<file path="config.mk">
export PLATFORM = sky130hd
export DESIGN_NAME = abx_line_encoder
export DESIGN_NICKNAME = d
export VERILOG_FILES = /design/src/rtl/abx_pkg.sv /design/src/rtl/abx_phase_gen.sv /design/src/rtl/abx_bchan_framer.sv /design/src/rtl/abx_bpm_encoder.sv /design/src/rtl/abx_line_encoder.sv
export SDC_FILE = /design/constraint.sdc
export NUM_CORES = 1
export LEC_CHECK = 0
export ABC_CLOCK_PERIOD_IN_PS = 1900
export CAP_MARGIN = 20
export CELL_PAD_IN_SITES_DETAIL_PLACEMENT = 1
export CELL_PAD_IN_SITES_GLOBAL_PLACEMENT = 1
export CORE_MARGIN = 5
export CORE_UTILIZATION = 35
export CTS_CLUSTER_DIAMETER = 120
export DETAILED_ROUTE_END_ITERATION = 7
export PLACE_DENSITY = 0.76
export SYNTH_ARGS = -nofsm -noshare
export SYNTH_HDL_FRONTEND = slang
export SYNTH_SLANG_ARGS = --single-unit
</file>
<file path="constraint.sdc">
create_clock -name clk_line_i -period 1.9 [get_ports clk_line_i]
set_input_delay 0.38 -clock clk_line_i [delete_from_list [all_inputs] [get_ports clk_line_i]]
set_output_delay 0.38 -clock clk_line_i [all_outputs]
set_load 0.05 [all_outputs]
</file>
<file path="src/rtl/abx_pkg.sv">
package abx_pkg;
  localparam int PHASE_W = 2;
  typedef logic [PHASE_W-1:0] phase_t;
  // order of half-cells inside one crossing period
  localparam phase_t PH_A_EDGE = 2'd0;
  localparam phase_t PH_A_MID  = 2'd1;
  localparam phase_t PH_B_EDGE = 2'd2;
  localparam phase_t PH_B_MID  = 2'd3;
endpackage

</file>
<file path="src/rtl/abx_phase_gen.sv">
module abx_phase_gen
  import abx_pkg::*;
(
  input  logic   clk,
  input  logic   rst,
  input  logic   bx_clk_i,
  output phase_t phase_o,
  output logic   xing_start_o
);
  logic   bx_q;
  logic   bx_rise;
  phase_t ph_q;

  assign bx_rise      = bx_clk_i & ~bx_q;
  assign phase_o      = bx_rise ? PH_A_EDGE : ph_q;
  assign xing_start_o = (phase_o == PH_A_EDGE);

  always_ff @(posedge clk) begin
    if (rst) begin
      bx_q <= 1'b0;
      ph_q <= PH_A_EDGE;
    end else begin
      bx_q <= bx_clk_i;
      ph_q <= phase_o + phase_t'(1);
    end
  end

  // a seen crossing edge is always followed by the A mid half-cell
  p_rise_then_amid_r4: assert property (@(posedge clk) disable iff (rst)
    bx_rise |=> (phase_o == PH_A_MID) || bx_rise);
endmodule

</file>
<file path="src/rtl/abx_bchan_framer.sv">
module abx_bchan_framer #(
  parameter int SHORT_W = 8,
  parameter int LONG_W  = 32
) (
  input  logic              clk,
  input  logic              rst,
  input  logic              xing_start_i,
  input  logic              valid_i,
  input  logic              long_i,
  input  logic [LONG_W-1:0] data_i,
  output logic              ready_o,
  output logic              bbit_o
);
  localparam int SRW   = LONG_W + 2;
  localparam int PAD   = LONG_W - SHORT_W;
  localparam int CNT_W = $clog2(SRW + 1);

  logic [SRW-1:0]   sr_q;
  logic [CNT_W-1:0] left_q;
  logic             busy_q;
  logic             take;

  assign ready_o = xing_start_i & ~busy_q;
  assign take    = valid_i & ready_o;

  always_ff @(posedge clk) begin
    if (rst) begin
      sr_q   <= '1;
      left_q <= '0;
      busy_q <= 1'b0;
      bbit_o <= 1'b1;
    end else if (xing_start_i) begin
      if (take) begin
        bbit_o <= 1'b0;
        busy_q <= 1'b1;
        if (long_i) begin
          sr_q   <= {1'b1, data_i, 1'b1};
          left_q <= CNT_W'(LONG_W + 2);
        end else begin
          sr_q   <= {1'b0, data_i[SHORT_W-1:0], 1'b1, {PAD{1'b1}}};
          left_q <= CNT_W'(SHORT_W + 2);
        end
      end else if (busy_q) begin
        bbit_o <= sr_q[SRW-1];
        sr_q   <= {sr_q[SRW-2:0], 1'b1};
        left_q <= left_q - CNT_W'(1);
        if (left_q == CNT_W'(1)) busy_q <= 1'b0;
      end else begin
        bbit_o <= 1'b1;
      end
    end
  end

  // an accepted frame sends its start bit and holds off further requests
  p_start_bit_r8: assert property (@(posedge clk) disable iff (rst)
    take |=> !bbit_o && !ready_o);
  // an idle crossing with nothing accepted sends 1
  p_idle_one_r5: assert property (@(posedge clk) disable iff (rst)
    xing_start_i && !busy_q && !valid_i |=> bbit_o);
  // the command bit only moves at a crossing start
  p_bit_held_r6: assert property (@(posedge clk) disable iff (rst)
    !xing_start_i |=> $stable(bbit_o));
  // the cell that ends a frame is its stop bit
  p_stop_one_r9: assert property (@(posedge clk) disable iff (rst)
    $fell(busy_q) |-> bbit_o);
endmodule

</file>
<file path="src/rtl/abx_bpm_encoder.sv">
module abx_bpm_encoder
  import abx_pkg::*;
(
  input  logic   clk,
  input  logic   rst,
  input  phase_t phase_i,
  input  logic   l1a_i,
  input  logic   bbit_i,
  output logic   line_o
);
  logic a_q;
  logic flip;

  always_comb begin
    unique case (phase_i)
      PH_A_EDGE: flip = 1'b1;
      PH_A_MID:  flip = a_q;
      PH_B_EDGE: flip = 1'b1;
      default:   flip = bbit_i;
    endcase
  end

  always_ff @(posedge clk) begin
    if (rst) begin
      a_q    <= 1'b0;
      line_o <= 1'b0;
    end else begin
      if (phase_i == PH_A_EDGE) a_q <= l1a_i;
      line_o <= line_o ^ flip;
    end
  end

  // a transition at the start of every bit-cell
  p_cell_edge_r2: assert property (@(posedge clk) disable iff (rst)
    (phase_i == PH_A_EDGE) || (phase_i == PH_B_EDGE) |=> line_o != $past(line_o));
  // a zero trigger bit keeps the level through mid-cell
  p_mid_zero_r3: assert property (@(posedge clk) disable iff (rst)
    (phase_i == PH_A_MID) && !a_q |=> $stable(line_o));
  // a one command bit flips the level at mid-cell
  p_mid_one_r3: assert property (@(posedge clk) disable iff (rst)
    (phase_i == PH_B_MID) && bbit_i |=> line_o != $past(line_o));
endmodule

</file>
<file path="src/rtl/abx_line_encoder.sv">
module abx_line_encoder
  import abx_pkg::*;
#(
  parameter int SHORT_W = 8,
  parameter int LONG_W  = 32
) (
  input  logic              clk_line_i,
  input  logic              rst_i,
  input  logic              bx_clk_i,
  input  logic              l1a_i,
  input  logic              frame_valid_i,
  output logic              frame_ready_o,
  input  logic              frame_long_i,
  input  logic [LONG_W-1:0] frame_data_i,
  output logic              line_o
);
  phase_t phase;
  logic   xing_start;
  logic   bbit;

  abx_phase_gen u_phase (
    .clk          (clk_line_i),
    .rst          (rst_i),
    .bx_clk_i     (bx_clk_i),
    .phase_o      (phase),
    .xing_start_o (xing_start)
  );

  abx_bchan_framer #(.SHORT_W(SHORT_W), .LONG_W(LONG_W)) u_framer (
    .clk          (clk_line_i),
    .rst          (rst_i),
    .xing_start_i (xing_start),
    .valid_i      (frame_valid_i),
    .long_i       (frame_long_i),
    .data_i       (frame_data_i),
    .ready_o      (frame_ready_o),
    .bbit_o       (bbit)
  );

  abx_bpm_encoder u_enc (
    .clk     (clk_line_i),
    .rst     (rst_i),
    .phase_i (phase),
    .l1a_i   (l1a_i),
    .bbit_i  (bbit),
    .line_o  (line_o)
  );

  // ready is offered only at a crossing start
  p_ready_at_start_r8: assert property (@(posedge clk_line_i) disable iff (rst_i)
    frame_ready_o |-> xing_start);
endmodule

</file>
==> results.cfg, run 1 <==
[outcome]
outcome = completed

[detailed_routing]
drtPass1Iterations = 4
drc = 0
routed_via_density = 5.58
post_drt_wl_per_cell_um = 17.1
detail-route-antenna-nets = 0
drtIter0Drc = 90
detailroute.via_count = 2094
postRouteWirelength_mm = 6.40

[yosys]
unique_masters_post_synth = 36
avgSynthCellArea_um2 = 8.93
postSynthCellCount = 252
yosysSeqAreaShare_pct = 40.9
ys_ff_latch = 46
largest_area_contributor_in_the_synthesized_netlist = sky130_fd_sc_hd__dfxtp_1
ys.warnings.count = 0
syn-cell-area_um2 = 2250
yosys_most_used_dff = sky130_fd_sc_hd__dfxtp_1
synth_async_sr_flop_share_pct = 0
yosysTopAreaCellShare_pct = 40.9
synth-edff-count = 0
synth_area_leaders = sky130_fd_sc_hd__dfxtp_1 41%, sky130_fd_sc_hd__a221o_1 10%, sky130_fd_sc_hd__o31ai_1 8.0%, sky130_fd_sc_hd__nor2b_1 6.9%, sky130_fd_sc_hd__nand2_1 4.5%
synthesis.nets = 293

[cts]
cts_htree_levels = 2
clk_transition_reported_paths_ns = 0.09
clockRootBuffer = sky130_fd_sc_hd__clkbuf_8
clock_sinks = 46
holdBufCountCts = 0
cts_tree = built
cts_made_buffers = 5
cts-root-to-sink-buffers = 2
clk-insertion-delay-late_ns = 0.31

[sta]
setup_tns_ns = 0
drv_slew = 0
post-route-period-util_pct = 93.8
hold_viol_final = 0
worst_clock_skew_ns = 0.0124
finalCriticalPeriod_ns = 1.78
maxSlewHeadroom_pct = 76.6
timing_worst_slew_pin_value_ns = 0.347
timing.fmax_mhz = 561
grt_setup_unrepaired = false
setup_viol = 0

[worst_setup_path]
critical_path.max_fanout = 3
rr_worst_depth = 6
timing_worst_setup_path_type = flip-flop to output pin
crit_arrival_ns = 1.40
internal_reg_to_reg_setup_slack_ns = 0.15
worst_setup_path_start_kind = flip-flop
critPathCaptureType = output pin
required_worst_endpoint_ns = 1.52
r2r_endpoint = u_framer.left_q[5]$_SDFFE_PP0P_
r2r-start = u_phase.bx_q$_SDFF_PP0_

[global_route]
antenna_found_initial = 0
grt_max_degree = 57
first_global_vias = 2146
grt_overflow = 0
grt_first_pass_wirelength_mm = 10.8
grt_util_all_layers_pct = 15.8

[power]
leakagePower_nw = 1.12
power_density_relative_to_cell_area_nw_per_um2 = 813
vdd_ir_drop_max_v = 0.000536

[min_path]
hold_path_depth = 2
hold_wc_path_type = flip-flop to flip-flop
hold_path_startpoint = u_framer.sr_q[32]$_SDFFE_PP1P_
min_to = u_framer.sr_q[32]$_SDFFE_PP1P_

[cells_and_area]
layout.filler_cells = 743
post_route_cells_drive_above_1_share_pct = 17.1
final_nets = 338
design_area_um2 = 3000
layout-area-overhead-vs-synth_pct = 33.4
count_of_antenna_diodes_in_the_layout = 0

[placed_design]
placement.cell_area_um2 = 2860
numPortBuffers = 39
place_congestion = 0.751
place_hpwl_mm = 4.30

[floorplanning]
fp.dieH_um = 90.2
design.die.area_um2 = 8140
ios = 40
die_width_um = 90.2
design.core.area_um2 = 6310
rows = 29
starting_density_of_the_core_pct = 35.7

[flow_run]
maxCapViolCount = 0
## through the flow
step	total power, mW	setup slack (ns)	cells	utilization [%]	hold WS, ns
finish	2.44	0.118	375	47.6	0.484
global route	2.59	0.0452	375	47.6	0.512
CTS	2.45	0.0452	375	47.4	0.445
detailed placement	1.84	-0.457	364	45.3	0.464
global placement	1.81	-0.319	364	45.3	0.451
floorplan	1.56	0.0305	252	-	0.439
## cell families (layout without fill, tap and decap cells)
| group | count (synthesis) | after routing | share of synthesized area [%] |
|---|---|---|---|
| AO/OA/AOI/OAI | 90 | 90 | 29.4 |
| AND/OR/NAND/NOR | 71 | 71 | 16.8 |
| flip-flops | 46 | 46 | 40.9 |
| buffers and inverters | 29 | 75 | 5.06 |
| multiplexers | 12 | 12 | 5.78 |
| adder cells (fa/ha/maj) | 3 | 3 | 1.67 |
| XOR/XNOR | 1 | 1 | 0.389 |
## report_power, final
group	total [mW]	internal, mW	switching (mW)
combinational	0.692	0.357	0.335
sequential	1.15	1.08	0.0752
clock	0.596	0.260	0.336
## registers in the layout (all words and copies together) (netlist names)
register,count
u_framer.sr_q,33
u_framer.left_q,6
u_phase.ph_q,2
u_enc.a_q,1
u_enc.line_o,1
u_framer.bbit_o,1
u_framer.busy_q,1
u_phase.bx_q,1
## how the worst max path moves through the flow
stage,end,from,slack [ns]
CTS,frame_ready_o,u_phase.bx_q$_SDFF_PP0_,0.05
detailed placement,u_framer.left_q[5]$_SDFFE_PP0P_,bx_clk_i,-0.46
global placement,u_framer.left_q[5]$_SDFFE_PP0P_,bx_clk_i,-0.32
floorplan,frame_ready_o,bx_clk_i,0.03
global route,u_framer.left_q[5]$_SDFFE_PP0P_,u_phase.bx_q$_SDFF_PP0_,0.05
finish,frame_ready_o,u_phase.bx_q$_SDFF_PP0_,0.12
## layout by cell type, fill, tap and decap left out, types with 2 or more instances in the layout
cell type                         count
sky130_fd_sc_hd__inv_1                3
sky130_fd_sc_hd__o211ai_1             2
sky130_fd_sc_hd__ha_1                 2
sky130_fd_sc_hd__a221o_1             23
sky130_fd_sc_hd__nand2b_1             3
sky130_fd_sc_hd__o21ai_0             10
sky130_fd_sc_hd__nand2_1             25
sky130_fd_sc_hd__buf_4               18
sky130_fd_sc_hd__mux2_2               8
sky130_fd_sc_hd__clkbuf_8             5
sky130_fd_sc_hd__or4_1                2
sky130_fd_sc_hd__clkdlybuf4s50_1     36
sky130_fd_sc_hd__nand2_2              2
sky130_fd_sc_hd__buf_12               5
sky130_fd_sc_hd__nor2_1               4
sky130_fd_sc_hd__mux2i_1              4
sky130_fd_sc_hd__a31oi_1              2
sky130_fd_sc_hd__o31ai_1             24
sky130_fd_sc_hd__dfxtp_1             45
sky130_fd_sc_hd__a21oi_1             14
sky130_fd_sc_hd__nor2b_1             25
sky130_fd_sc_hd__o22ai_1              9
sky130_fd_sc_hd__buf_6                2
## synthesized netlist by cell type, types with 2 or more instances
master / number
sky130_fd_sc_hd__dfxtp_1: 46
sky130_fd_sc_hd__nand2_1: 27
sky130_fd_sc_hd__nor2b_1: 25
sky130_fd_sc_hd__o31ai_1: 24
sky130_fd_sc_hd__a221o_1: 23
sky130_fd_sc_hd__clkbuf_1: 17
sky130_fd_sc_hd__a21oi_1: 14
sky130_fd_sc_hd__o21ai_0: 10
sky130_fd_sc_hd__o22ai_1: 9
sky130_fd_sc_hd__mux2_2: 8
sky130_fd_sc_hd__nor2_1: 5
sky130_fd_sc_hd__buf_2: 4
sky130_fd_sc_hd__inv_1: 4
sky130_fd_sc_hd__mux2i_1: 4
sky130_fd_sc_hd__nand2b_1: 4
sky130_fd_sc_hd__buf_1: 3
sky130_fd_sc_hd__ha_1: 3
sky130_fd_sc_hd__a31oi_1: 2
sky130_fd_sc_hd__o211ai_1: 2
sky130_fd_sc_hd__or4_1: 2
## repair_timing
action / 4_1_cts / 5_1_grt
buffers inserted: 3 / 0
pin swaps: 4 / 1
endpoints found under the setup margin: 37 / 16
gates resized for setup: 8 / 2
## metal layers
layer | global-route usage, % | part of all wire (%)
met5 | 0 | 0
met4 | 4.59 | 1.5
met1 | 20.6 | 46
met2 | 25.2 | 48
met3 | 4.59 | 3.8
## cell type report
cell class,count,area [um2],area share [%]
Clock buffer,6,72.6,2.42
Tap cell,77,96.3,3.21
Sequential cell,46,922,30.7
Multi-Input combinational cell,177,1250,41.7
Clock inverter,2,13.8,0.458
Inverter,5,18.8,0.625
Timing Repair Buffer,62,627,20.9
## worst max-delay path, stage by stage, from the launching register on
cell and delay [ns]:
sky130_fd_sc_hd__dfxtp_1 0.32, sky130_fd_sc_hd__nand2b_4 0.14, sky130_fd_sc_hd__nand2_2 0.07, sky130_fd_sc_hd__ha_4 0.17, sky130_fd_sc_hd__buf_6 0.11, sky130_fd_sc_hd__inv_2 0.08
sky130_fd_sc_hd__nor2_4 0.05, sky130_fd_sc_hd__buf_12 0.15
Note: power is estimated with default switching activity, not from simulation.
==> run 2, diff against run 1 <==
- GPL_TIMING_DRIVEN: not set -> 0
- RECOVER_POWER: not set -> 50
==> results.cfg, run 2 (synthesized netlist as in run 1, its figures left out) <==
[cells_and_area]
post_layout_nonfiller_instances = 376
mostFrequentLayoutCells = 46 x sky130_fd_sc_hd__dfxtp_1, 36 x sky130_fd_sc_hd__clkdlybuf4s50_1, 25 x sky130_fd_sc_hd__nor2b_1, 25 x sky130_fd_sc_hd__nand2_1, 24 x sky130_fd_sc_hd__o31ai_1
layout.filler_cells = 750
layout-area-overhead-vs-synth_pct = 27.8
layout.cells.most_common = sky130_fd_sc_hd__dfxtp_1
post_route_cells_drive_above_1_share_pct = 10.7
regs_by_ff_count = u_framer.sr_q x33, u_framer.left_q x6, u_phase.ph_q x2
largest_register_ffs = 33
final_nets = 339
count_of_antenna_diodes_in_the_layout = 0
registers.top_by_ff_count = u_framer.sr_q

[floorplanning]
design.die.area_um2 = 8140
fp.dieH_um = 90.2
die_width_um = 90.2
rows = 29
design.core.area_um2 = 6310
ios = 40
starting_density_of_the_core_pct = 35.7

[detailed_routing]
post_drt_wl_per_cell_um = 16.9
drc = 0
routed_via_density = 5.53
detail-route-antenna-nets = 0
detailroute.via_count = 2078
drtPass1Iterations = 4
drtIter0Drc = 128
postRouteWirelength_mm = 6.35

[sta]
grt_setup_unrepaired = false
timing.fmax_mhz = 544
final.hold.worst_slack_ns = 0.479
drv_slew = 0
finalCriticalPeriod_ns = 1.84
setup_tns_ns = 0
worst_clock_skew_ns = 0.00730
maxSlewHeadroom_pct = 66.9
post-route-period-util_pct = 96.8
setup_viol = 0
hold_viol_final = 0
final_critical_path_setup_slack_ns = 0.0602
timing_worst_slew_pin_value_ns = 0.497

[global_route]
first_global_vias = 2234
grt_first_pass_wirelength_mm = 10.9
grt_overflow = 0
antenna_found_initial = 0
grt_util_all_layers_pct = 16.0
grt_max_degree = 20

[cts]
cts_made_buffers = 5
clk_transition_reported_paths_ns = 0.08
clock_sinks = 46
cts_tree = built
clockRootBuffer = sky130_fd_sc_hd__clkbuf_8
clk-insertion-delay-late_ns = 0.30
cts-root-to-sink-buffers = 2
holdBufCountCts = 0
cts_htree_levels = 2

[worst_setup_path]
required_worst_endpoint_ns = 1.52
crit_path_cell_trace = clkdlybuf4s50_1
critPathCaptureType = output pin
critical_path.max_fanout = 3
critPathMaxStageDelay_ns = 0.81
crit_arrival_ns = 1.46
rr_worst_depth = 6
timing_worst_setup_path_type = flip-flop to output pin
cell_with_the_largest_stage_delay_on_the_worst_path = sky130_fd_sc_hd__clkdlybuf4s50_1
cp_num_buf_inv = 1
cp_top_family = buffers and inverters
worst-path-stages = 1
worst_setup_path_start_kind = flip-flop

[placed_design]
place_hpwl_mm = 4.70
numPortBuffers = 38
dp_worst_setup_slack_ns = -1.40
placedCellCount = 367
place_congestion = 0.765

[min_path]
hold_path_depth = 2
hold_wc_path_type = flip-flop to flip-flop

[outcome]
outcome = completed

[power]
power_density_relative_to_cell_area_nw_per_um2 = 837
leakagePower_nw = 1.04
vdd_ir_drop_max_v = 0.000417

[flow_run]
maxCapViolCount = 0
==> run 2: repair_timing <==
action                                  CTS  global route
resized for setup                        17             4
pin swaps                                 0             2
endpoints found under the setup margin   41             3
buffers inserted                          1             1
endpoints found under the hold margin     0             0
==> run 2: where the power goes <==
group	internal (mW)	switching, mW	leakage, nW
clock	0.294	0.337	0.0482
sequential	1.08	0.0713	0.382
combinational	0.299	0.327	0.613
total	1.67	0.735	1.04
==> run 2: layer usage <==
layer | GRT usage [%] | vias up | wire [um]
li1 | - | 1036 | -
met4 | 5.58 | 0 | 70
met2 | 26.7 | 25 | 3110
met3 | 3.26 | 4 | 223
met1 | 20.6 | 1013 | 2950
met5 | 0 | - | 0
==> run 2: cell type report <==
| type | count | area (um2) | share of cell area, % |
|---|---|---|---|
| Inverter | 5 | 18.8 | 0.652 |
| Multi-Input combinational cell | 177 | 1250 | 43.5 |
| Clock buffer | 7 | 86.3 | 3.00 |
| Buffer | 23 | 103 | 3.57 |
| Clock inverter | 1 | 5.00 | 0.174 |
| Tap cell | 77 | 96.3 | 3.35 |
| Timing Repair Buffer | 40 | 397 | 13.8 |
| Sequential cell | 46 | 921 | 32.0 |
==> run 2: path summary, 6_finish.rpt <==
kind,from,end,slack [ns]
max,u_enc.line_o$_SDFF_PP0_,line_o,0.06
min,u_framer.left_q[4]$_SDFFE_PP0P_,u_framer.left_q[4]$_SDFFE_PP0P_,0.48
max reg2reg,u_phase.bx_q$_SDFF_PP0_,u_framer.left_q[5]$_SDFFE_PP0P_,0.10
min reg2reg,u_framer.left_q[4]$_SDFFE_PP0P_,u_framer.left_q[4]$_SDFFE_PP0P_,0.48
==> run 2: through the flow <==
stage                     power (mW)  util, %  instance area (um2)
after floorplan                 1.56        -                 2260
after global placement          1.76     43.3                 2740
after detailed placement        1.78     43.3                 2740
after CTS                       2.42     45.4                 2870
after global routing            2.55     45.6                 2880
final                           2.41     45.6                 2880
